`src/rtl/dma_eng_pkg.sv`:
```
package dma_eng_pkg;
    typedef enum logic [1:0] {
        ST_IDLE = 2'd0,
        ST_REQ  = 2'd1,
        ST_XFER = 2'd2,
        ST_HOLD = 2'd3
    } xfer_st_t;
endpackage

```
`src/rtl/dma_addr_map.sv`:
```
module dma_addr_map #(
    parameter int PAGE_W = 8,
    parameter int ADDR_W = 16,
    localparam int PHYS_W = PAGE_W + ADDR_W
) (
    input  logic              word_mode,
    input  logic [PAGE_W-1:0] page,
    input  logic [ADDR_W-1:0] cur,
    output logic [PHYS_W-1:0] phys
);
    logic [PHYS_W-1:0] byte_phys;
    logic [PHYS_W-1:0] word_phys;

    assign byte_phys = {page, cur};

    generate
        if (PAGE_W > 1) begin : g_wide_page
            // Word channel: page low bit replaced by the shifted counter.
            assign word_phys = {page[PAGE_W-1:1], cur, 1'b0};
        end else begin : g_narrow_page
            assign word_phys = {cur, 1'b0};
        end
    endgenerate

    assign phys = word_mode ? word_phys : byte_phys;
endmodule

```
`src/rtl/dma_step.sv`:
```
module dma_step #(
    parameter int ADDR_W = 16
) (
    input  logic              dec,
    input  logic              autoinit,
    input  logic [ADDR_W-1:0] cur_addr,
    input  logic [ADDR_W-1:0] cur_cnt,
    input  logic [ADDR_W-1:0] base_addr,
    input  logic [ADDR_W-1:0] base_cnt,
    output logic [ADDR_W-1:0] nxt_addr,
    output logic [ADDR_W-1:0] nxt_cnt,
    output logic              last
);
    logic [ADDR_W-1:0] stepped;

    always_comb begin
        last    = (cur_cnt == '0);
        // Arithmetic stays inside ADDR_W bits: wrap, never carry to page.
        stepped = dec ? (cur_addr - ADDR_W'(1)) : (cur_addr + ADDR_W'(1));
        if (last && autoinit) begin
            nxt_addr = base_addr;
            nxt_cnt  = base_cnt;
        end else begin
            nxt_addr = stepped;
            nxt_cnt  = cur_cnt - ADDR_W'(1);
        end
    end
endmodule

```
`src/rtl/dma_hs_fsm.sv`:
```
module dma_hs_fsm
    import dma_eng_pkg::*;
(
    input  xfer_st_t st_q,
    input  logic     cascade,
    input  logic     masked,
    input  logic     dreq,
    input  logic     hlda,
    output xfer_st_t st_d
);
    always_comb begin
        st_d = st_q;
        unique case (st_q)
            ST_IDLE: if (!cascade && dreq && !masked) st_d = ST_REQ;
            ST_REQ:  begin
                if (cascade)   st_d = ST_IDLE;
                else if (hlda) st_d = ST_XFER;
            end
            ST_XFER: st_d = ST_HOLD;
            ST_HOLD: if (!dreq) st_d = ST_IDLE;
            default: st_d = ST_IDLE;
        endcase
    end
endmodule

```
`src/rtl/dma_chan_engine.sv`:
```
module dma_chan_engine
    import dma_eng_pkg::*;
#(
    parameter int PAGE_W = 8,
    parameter int ADDR_W = 16,
    localparam int PHYS_W = PAGE_W + ADDR_W
) (
    input  logic              clk,
    input  logic              rst_n,
    input  logic              cfg_word,
    input  logic              cfg_cascade,
    input  logic              cfg_autoinit,
    input  logic              cfg_dec,
    input  logic              cfg_to_mem,
    input  logic [PAGE_W-1:0] cfg_page,
    input  logic              prog_load,
    input  logic [ADDR_W-1:0] prog_base_addr,
    input  logic [ADDR_W-1:0] prog_base_cnt,
    input  logic              mask_wr,
    input  logic              mask_val,
    input  logic              dreq,
    input  logic              hlda,
    output logic              hrq,
    output logic              dack,
    output logic [PHYS_W-1:0] phys_addr,
    output logic              mem_wr,
    output logic              mem_rd,
    output logic              tc,
    output logic              chan_masked,
    output logic [ADDR_W-1:0] cur_addr,
    output logic [ADDR_W-1:0] cur_count
);
    typedef struct packed {
        xfer_st_t          st;
        logic              mask;
        logic [ADDR_W-1:0] base_a;
        logic [ADDR_W-1:0] base_c;
        logic [ADDR_W-1:0] cur_a;
        logic [ADDR_W-1:0] cur_c;
    } eng_t;

    eng_t eng_d, eng_q;

    xfer_st_t          st_nxt;
    logic [ADDR_W-1:0] step_a;
    logic [ADDR_W-1:0] step_c;
    logic              step_last;
    logic [PHYS_W-1:0] mapped;
    logic              xfer_now;

    dma_hs_fsm u_fsm (
        .st_q    (eng_q.st),
        .cascade (cfg_cascade),
        .masked  (eng_q.mask),
        .dreq    (dreq),
        .hlda    (hlda),
        .st_d    (st_nxt)
    );

    dma_step #(.ADDR_W(ADDR_W)) u_step (
        .dec       (cfg_dec),
        .autoinit  (cfg_autoinit),
        .cur_addr  (eng_q.cur_a),
        .cur_cnt   (eng_q.cur_c),
        .base_addr (eng_q.base_a),
        .base_cnt  (eng_q.base_c),
        .nxt_addr  (step_a),
        .nxt_cnt   (step_c),
        .last      (step_last)
    );

    dma_addr_map #(.PAGE_W(PAGE_W), .ADDR_W(ADDR_W)) u_map (
        .word_mode (cfg_word),
        .page      (cfg_page),
        .cur       (eng_q.cur_a),
        .phys      (mapped)
    );

    assign xfer_now = (eng_q.st == ST_XFER) && !cfg_cascade;

    always_comb begin
        eng_d    = eng_q;
        eng_d.st = st_nxt;
        if (xfer_now) begin
            eng_d.cur_a = step_a;
            eng_d.cur_c = step_c;
            if (step_last && !cfg_autoinit) eng_d.mask = 1'b1;
        end
        // Loading outranks the transfer step.
        if (prog_load) begin
            eng_d.base_a = prog_base_addr;
            eng_d.base_c = prog_base_cnt;
            eng_d.cur_a  = prog_base_addr;
            eng_d.cur_c  = prog_base_cnt;
        end
        // Software mask write outranks the terminal-count self-mask.
        if (mask_wr) eng_d.mask = mask_val;
    end

    always_ff @(posedge clk or negedge rst_n) begin
        if (!rst_n) begin
            eng_q.st     <= ST_IDLE;
            eng_q.mask   <= 1'b1;
            eng_q.base_a <= '0;
            eng_q.base_c <= '0;
            eng_q.cur_a  <= '0;
            eng_q.cur_c  <= '0;
        end else begin
            eng_q <= eng_d;
        end
    end

    always_comb begin
        if (cfg_cascade) begin
            hrq  = dreq && !eng_q.mask;
            dack = dreq && !eng_q.mask && hlda;
        end else begin
            hrq  = (eng_q.st == ST_REQ) || xfer_now;
            dack = xfer_now;
        end
    end

    assign phys_addr   = xfer_now ? mapped : '0;
    assign tc          = xfer_now && step_last;
    assign mem_wr      = xfer_now && cfg_to_mem;
    assign mem_rd      = xfer_now && !cfg_to_mem;
    assign chan_masked = eng_q.mask;
    assign cur_addr    = eng_q.cur_a;
    assign cur_count   = eng_q.cur_c;
endmodule


```
`config.mk`:
```
export PLATFORM = sky130hd
export DESIGN_NAME = dma_chan_engine
export DESIGN_NICKNAME = d
export VERILOG_FILES = /design/src/rtl/dma_eng_pkg.sv /design/src/rtl/dma_addr_map.sv /design/src/rtl/dma_step.sv /design/src/rtl/dma_hs_fsm.sv /design/src/rtl/dma_chan_engine.sv
export SDC_FILE = /design/constraint.sdc
export NUM_CORES = 1
export LEC_CHECK = 0
export ABC_AREA = 1
export BUFFER_PORTS_ARGS = -buffer_cell sky130_fd_sc_hd__buf_2
export CORE_ASPECT_RATIO = 1.75
export CORE_UTILIZATION = 45
export CTS_CLUSTER_SIZE = 28
export DETAILED_ROUTE_END_ITERATION = 6
export PLACE_DENSITY = 0.67
export REMOVE_ABC_BUFFERS = 1
export SYNTH_ARGS = -nofsm -noshare
export SYNTH_HDL_FRONTEND = slang
export SYNTH_HIERARCHICAL = 1
export SYNTH_SLANG_ARGS = --single-unit
```
`constraint.sdc`:
```
create_clock -name clk -period 3.1 [get_ports clk]
set_clock_uncertainty 0.05 [all_clocks]
set_input_delay 0.155 -clock clk [delete_from_list [all_inputs] [get_ports clk]]
set_output_delay 0.155 -clock clk [all_outputs]
set_load 0.01 [all_outputs]
```
==> summary.md, run 1 <==
| Metric | Value |
|---|---|
| Most common cell in the netlist | nand2_1 |
| Leading cell types by total area after synthesis | dfrtp_1 (30%), nand2_1 (28%), buf_4 (6.4%) |
| Number of placement rows | 52 |
| Maximum clock rate | slightly above 0.4 GHz |
| Required arrival time at the worst endpoint | 3.31 ns |
| Synthesized area per cell | roughly 6.3 µm² |
| Area share of the largest cell type after synthesis | 0.304 |
| Remaining number of nets flagged by the antenna check after routing | 0 |
| Via count of the first global-routing pass | 4948 |
| FF+latch count, synth | 67 |
| Cell types with the highest counts after synthesis | nand2_1 (411), inv_1 (81), dfrtp_1 (66) |
| Max VDD drop | around 0.35 mV |
| Initial antenna violation count | 0 |
| Synth Cell Area | between 5000 and 6000 µm² |
| CTS tree | done |
| First-pass GRT wire length | 23200 µm |
| Fill cells | approximately 1200 |
| Clock buffers created by TritonCTS | 9 |
| Register-to-register setup slack | between 0.6 and 0.7 ns |
| Cells on worst reg2reg path | 12 |
| Cell taking the most area after synthesis | dfrtp_1 |
| Dpl ws | roughly 0.71 ns |
| Placer's final routability congestion estimate | between 0.8 and 0.9 |
| Setup Crit Path Kind | flip-flop to flip-flop |
| Fin crit period | approximately 2.4 ns |
| Total count of max-transition violations in the final report | 0 |
| Largest net degree at the start of global routing | slightly below 100 |
| Count of flip-flops with a built-in enable after synthesis | 0 |
| Clock transition at the registers of the reported paths | around 0.050 ns |
| GRT Residual Overflow | 0 |
| Data arrival time of the critical path | between 2 and 3 ns |
| Estimated wirelength of the detail-placed design | just under 10000 µm |
| Detail-routed via count per cell | approximately 4.9 |
| Detailed-route via count | around 5200 |
| Largest buffer count on any clock path | 2 |
| Max-cap check violation count | 0 |
| Post-detailed-route DRC marker count | 0 |
| Area Overhead vs Synth | 10.8% |
| DR iter-0 viols | between 200 and 250 |
| Number of hold violations in the final report | 0 |
| Yosys synthesis warning count | 6 |
| Die X | 85 µm |
| Effective utilization at floorplan | 0.466 |
| Root Buffer | clkbuf_16 |
| Cell depth of the worst min-delay path | 3 |
| Worst-skew pair later-pin latency | ~0.33 ns |
| Startpoint Class | flip-flop |
| Total Die Area | about 13000 µm² |
| Number of optimization iterations in the first detailed-route pass | 4 |
| Post-detailed-routing wire length | roughly 14000 µm |
| Post-route worst setup slack | roughly 0.69 ns |
| Count of port buffers added during placement | ~110 |
| Diode count | 0 |
| Final setup viols | 0 |
| Distinct cell type count of the synthesized netlist | 35 |
| Startpoint of the most critical hold path | prog_base_cnt[5] |
| Post-layout net count | approximately 1000 |
| Vertical die dimension | ~150 µm |
| Setup repair after global routing missed its margin | no |
| Sum of negative setup slack | 0 ns |
| Number of placed I/O pins | ~110 |
| Relative slew slack | 0.367 |
| Wire per inst | around 13 µm |
| Path category of the worst min-delay check | input port to flip-flop |
| Total number of clock tree sinks | 67 |
| GRT Total Usage | 0.233 |
| Leakage power total | around 0.0036 µW |
| Run status | finished, final reports clean |
| H-tree lvl count | 3 |
| Cells after synthesis | around 860 |
| Crit Reg-Reg Startpoint | cur_count[0] |
| P per Cell Area | 767 nW/µm² |
| Post-synthesis sequential area ratio | 0.309 |
| Crit end category | flip-flop |
| Post-CTS setup repair buffer count | 0 |
| Endpoint of the worst-slack reg-to-reg timing path | cur_count[1] |
| Worst Hold Path EP | eng_q[37] |
| Core Footprint | approximately 12000 µm² |
| Post-synth ARST share | 1.00 |
| Peak fanout along the critical path | 40 |
| Transition at the pin with the smallest max-transition slack | approximately 0.95 ns |
| Share of cells above drive strength 1 | 0.180 |
| Ratio of final minimum period to clock period | 0.778 |
| Most used flip-flop cell after synthesis | dfrtp_1 |
[cells by family (layout without fill, tap and decap cells)]
logic type | count (synthesis) | count (layout) | synth area share
simple gates | 567 | 567 | 0.428
buf+inv | 156 | 227 | 0.162
flops | 67 | 67 | 0.309
compound gates | 31 | 31 | 0.0311
xor+xnor | 18 | 18 | 0.0291
fa+ha+maj | 17 | 17 | 0.0406
[final cells by class]
type                            instances  area (µm²)  area share
Sequential cell                        67        1680       0.279
Timing Repair Buffer                  127         701       0.117
Multi-Input combinational cell        633        2870       0.477
Clock buffer                           11         253      0.0420
Tap cell                              135         169      0.0281
Inverter                               86         332      0.0551
Clock inverter                          3        15.0     0.00250
[where the power goes]
group | internal [µW] | switching (µW)
combinational | 902 | 1370
sequential | 1080 | 322
clock | 571 | 361
[layout by cell type, fill, tap and decap left out, drive strengths merged, types with 7 or more instances in the layout]
| master | count |
|---|---|
| nand3 | 63 |
| xnor2 | 10 |
| nor2 | 64 |
| xor2 | 8 |
| o21ai | 21 |
| inv | 85 |
| dlygate4sd3 | 7 |
| nand2 | 424 |
| clkbuf | 11 |
| a21oi | 9 |
| dfrtp | 66 |
| ha | 16 |
| buf | 120 |
[per-stage QoR]
stage                     area (µm²)   util  instances  power, µW  hold slack (ns)
after floorplan                 4880      -        786       2970           -0.191
after global placement          5680  0.487       1041       3650            0.269
after detailed placement        5680  0.487       1041       3680            0.275
after CTS                       6010  0.516       1062       4650         0.000283
after global routing            6010  0.516       1062       5040           0.0140
final                           6010  0.516       1062       4610          0.00724
[routing by layer]
layer  wire, µm  global-route usage  vias up
li1           -                   -     2698
met1       5530               0.257     2334
met2       7270               0.442      120
met3        465              0.0270       20
met4        350              0.0932        0
met5          0                   0        -
[worst max-delay path by stage]
stage / from / end / slack (ns) / depth (start not counted)
after CTS: cur_count[0] / cur_count[1] / 0.68 / 12
final: cur_count[0] / cur_count[1] / 0.69 / 12
after floorplan: cur_addr[0] / cur_addr[6] / 1.12 / 12
after global placement: cur_count[0] / cur_count[12] / 0.78 / 12
after global routing: cur_count[0] / cur_count[4] / 0.38 / 12
after detailed placement: cur_count[0] / cur_count[5] / 0.71 / 12
[critical path, cell delays in order (launching register included)]
cell and delay [ns]:
dfrtp_1 0.40, inv_1 0.14, ha_1 0.21, nand2_1 0.06
nor2_1 0.13, nand3_2 0.31, clkinv_2 0.54, nand2_1 0.09
o21ai_1 0.10, nand2_1 0.09, nand2_1 0.10, nand2_1 0.05
nand2_1 0.05
[flip-flops by register name, summed over array words and instances (netlist names)]
register,count
eng_q,34
chan_masked,1
cur_addr,16
cur_count,16
[timing repair]
action                                 4_1_cts  5_1_grt
endpoints found under the hold margin       40        0
gates resized for setup                      0        0
hold buffers                                 7        0
Power figures use the tool's default switching activity.
==> run 2, diff against run 1 <==
==> constraint.sdc (replaced) <==
create_clock -name clk -period 2.3 [get_ports clk]
set_clock_uncertainty 0.05 [all_clocks]
set_input_delay 0.115 -clock clk [delete_from_list [all_inputs] [get_ports clk]]
set_output_delay 0.115 -clock clk [all_outputs]
set_load 0.01 [all_outputs]
==> run 2 against run 1 <==
Net effect:
- cell count is 2.8% higher
- critical endpoint is now chan_masked
- critical path depth fell by 2
- final area up 5.7%
- die area is the same
==> summary.md, run 2 (synthesis results as in run 1) <==
| Metric | Value |
|---|---|
| Path category of the worst min-delay check | input port to flip-flop (unchanged) |
| P per Cell Area | 985 nW/µm² (was 767 nW/µm²) |
| Detail-routed via count per cell | 4.90 (was 4.87) |
| Clock buffers created by TritonCTS | 9 (unchanged) |
| CTS tree | done (unchanged) |
| Fin crit period | 2.16 ns (was 2.41 ns) |
| Transition at the pin with the smallest max-transition slack | 0.441 ns (was 0.949 ns) |
| Clock transition at the registers of the reported paths | 0.05 ns (about the same) |
| DR iter-0 viols | 238 (was 248) |
| Peak fanout along the critical path | 5 (was 40) |
| Relative slew slack | 0.705 (was 0.367) |
| Root Buffer | clkbuf_16 (unchanged) |
| Post-layout net count | 1022 (was 993) |
| Estimated wirelength of the detail-placed design | 9610 µm (was 9810 µm) |
| Startpoint Class | flip-flop (unchanged) |
| Post-detailed-routing wire length | 14200 µm (was 13600 µm) |
| Via count of the first global-routing pass | 5036 (was 4948) |
| Total Die Area | 12500 µm² (unchanged) |
| Number of placed I/O pins | 114 (unchanged) |
| Placed cells | 1044 (was 1041) |
| Detailed-route via count | 5355 (was 5172) |
| Worst-skew pair later-pin latency | 0.34 ns (was 0.33 ns) |
| Count of port buffers added during placement | 113 (unchanged) |
| Run status | finished, final reports clean (unchanged) |
| Total count of max-transition violations in the final report | 0 (unchanged) |
| Total number of clock tree sinks | 67 (unchanged) |
| Total Power | 6270 µW (was 4610 µW) |
| Post-detailed-route DRC marker count | 0 (unchanged) |
| Largest register FFs | 34 (unchanged) |
| Non-filler instance count after layout | 1092 (was 1062) |
| Required arrival time at the worst endpoint | 2.52 ns (was 3.31 ns) |
| Initial antenna violation count | 0 (unchanged) |
| Die X | 85 µm (unchanged) |
| Most frequent cells in the layout | nand2_1 (411), buf_2 (113), inv_1 (81) (unchanged) |
| Setup Crit Path Kind | flip-flop to flip-flop (unchanged) |
| Area of all placed cells without fillers | 6360 µm² (was 6010 µm²) |
| Number of placement rows | 52 (unchanged) |
| H-tree lvl count | 3 (unchanged) |
| GRT Residual Overflow | 0 (unchanged) |
| Wire per inst | 13.0 µm (was 12.8 µm) |
| Number of optimization iterations in the first detailed-route pass | 5 (was 4) |
| Most common cell after layout, fill and taps aside | nand2_1 (unchanged) |
| GRT Total Usage | 0.236 (was 0.233) |
| Core Footprint | 11600 µm² (unchanged) |
| Max-cap check violation count | 0 (unchanged) |
| Share of cells above drive strength 1 | 0.182 (was 0.180) |
| Number of hold violations in the final report | 0 (unchanged) |
| Effective utilization at floorplan | 0.466 (unchanged) |
| Post-placement cell area | 5750 µm² (was 5680 µm²) |
| Crit end category | flip-flop (unchanged) |
| Register containing the most flip-flops in the final layout | eng_q (unchanged) |
| Sum of negative setup slack | 0 ns (unchanged) |
| Placer's final routability congestion estimate | 0.883 (was 0.835) |
| Setup repair after global routing missed its margin | no (unchanged) |
| Maximum clock rate | 0.462 GHz (was 0.415 GHz) |
| First-pass GRT wire length | 23300 µm (was 23200 µm) |
| Final hold slack | 0.00598 ns (was 0.00724 ns) |
| Max VDD drop | 0.475 mV (was 0.352 mV) |
| Largest buffer count on any clock path | 2 (unchanged) |
| Final setup viols | 0 (unchanged) |
| Leakage power total | 0.00377 µW (was 0.00363 µW) |
| Ratio of final minimum period to clock period | 0.941 (was 0.778) |
| Area Overhead vs Synth | 17.2% (was 10.8%) |
| Data arrival time of the critical path | 2.39 ns (was 2.62 ns) |
| Largest net degree at the start of global routing | 97 (unchanged) |
| Vertical die dimension | 147 µm (unchanged) |
| Remaining number of nets flagged by the antenna check after routing | 0 (unchanged) |
| Diode count | 0 (unchanged) |
## run 2: cell count changes in the layout (fill, tap and decap cells not counted), moves of 2 or more
cell,before,now
dlygate4sd3_1,7,33
buf_12,1,5
clkbuf_1,0,2
dfrtp_1,66,64
dfrtp_2,0,2
nor2_1,58,56
## run 2: final cells by class
cell class                 count  area (µm²)
clock buffer                  12         246
fill                        1185        5290
inverter                      86         332
clock inverter                 3        15.0
sequential                    67        1680
tap                          135         169
multi-input combinational    633        2880
timing repair buffer         156        1030
## run 2: where the power goes
part	internal (µW)	leakage (µW)	switching, µW
registers	1460	0.000820	412
logic	1280	0.00282	1860
clock network	748	0.000132	514
total	3480	0.00377	2780
## run 2: routing by layer
| layer | track usage | wire length (µm) | vias to the layer above | share of wire |
|---|---|---|---|---|
| met5 | 0 | 0 | - | 0 |
| met4 | 0.0941 | 340 | 0 | 0.024 |
| met3 | 0.0371 | 492 | 20 | 0.035 |
| met2 | 0.458 | 7650 | 123 | 0.54 |
| met1 | 0.248 | 5700 | 2450 | 0.40 |
| li1 | - | - | 2762 | - |
## run 2: timing repair
item	4_1_cts	5_1_grt
hold buffers	33	0
resized for setup	0	6
endpoints found under the setup margin	0	1
endpoints found under the hold margin	96	0
buffers inserted	0	0
## run 2: worst paths after layout
| path | startpoint | to | slack, ns | cells past startpoint |
|---|---|---|---|---|
| min in group asynchronous | rst_n | eng_q[50] | 0.29 | 3 |
| max | cur_count[7] | chan_masked | 0.14 | 10 |
| min reg2reg | eng_q[56] | eng_q[56] | 0.42 | 2 |
| max reg2reg | cur_count[7] | chan_masked | 0.14 | 10 |
| max in group asynchronous | rst_n | chan_masked | 1.56 | 3 |
| min | prog_base_addr[12] | eng_q[60] | 0.006 | 3 |
## run 2: per-stage QoR
step | util | setup slack (ns)
after floorplan | - | 0.316
after global placement | 0.494 | 0.315
after detailed placement | 0.494 | 0.268
after CTS | 0.544 | 0.0680
after global routing | 0.546 | 0.0254
final | 0.546 | 0.136
## run 2: worst max-delay path, cell delays in order, from the launching register on
cell,delay (ns)
dfrtp_2,0.45
nor2_4,0.15
inv_1,0.06
nor4_2,0.23
nand4_1,0.12
nor2_1,0.11
inv_1,0.06
nor2_1,0.10
nand3_1,0.09
a21oi_1,0.12
dlygate4sd3_1,0.56
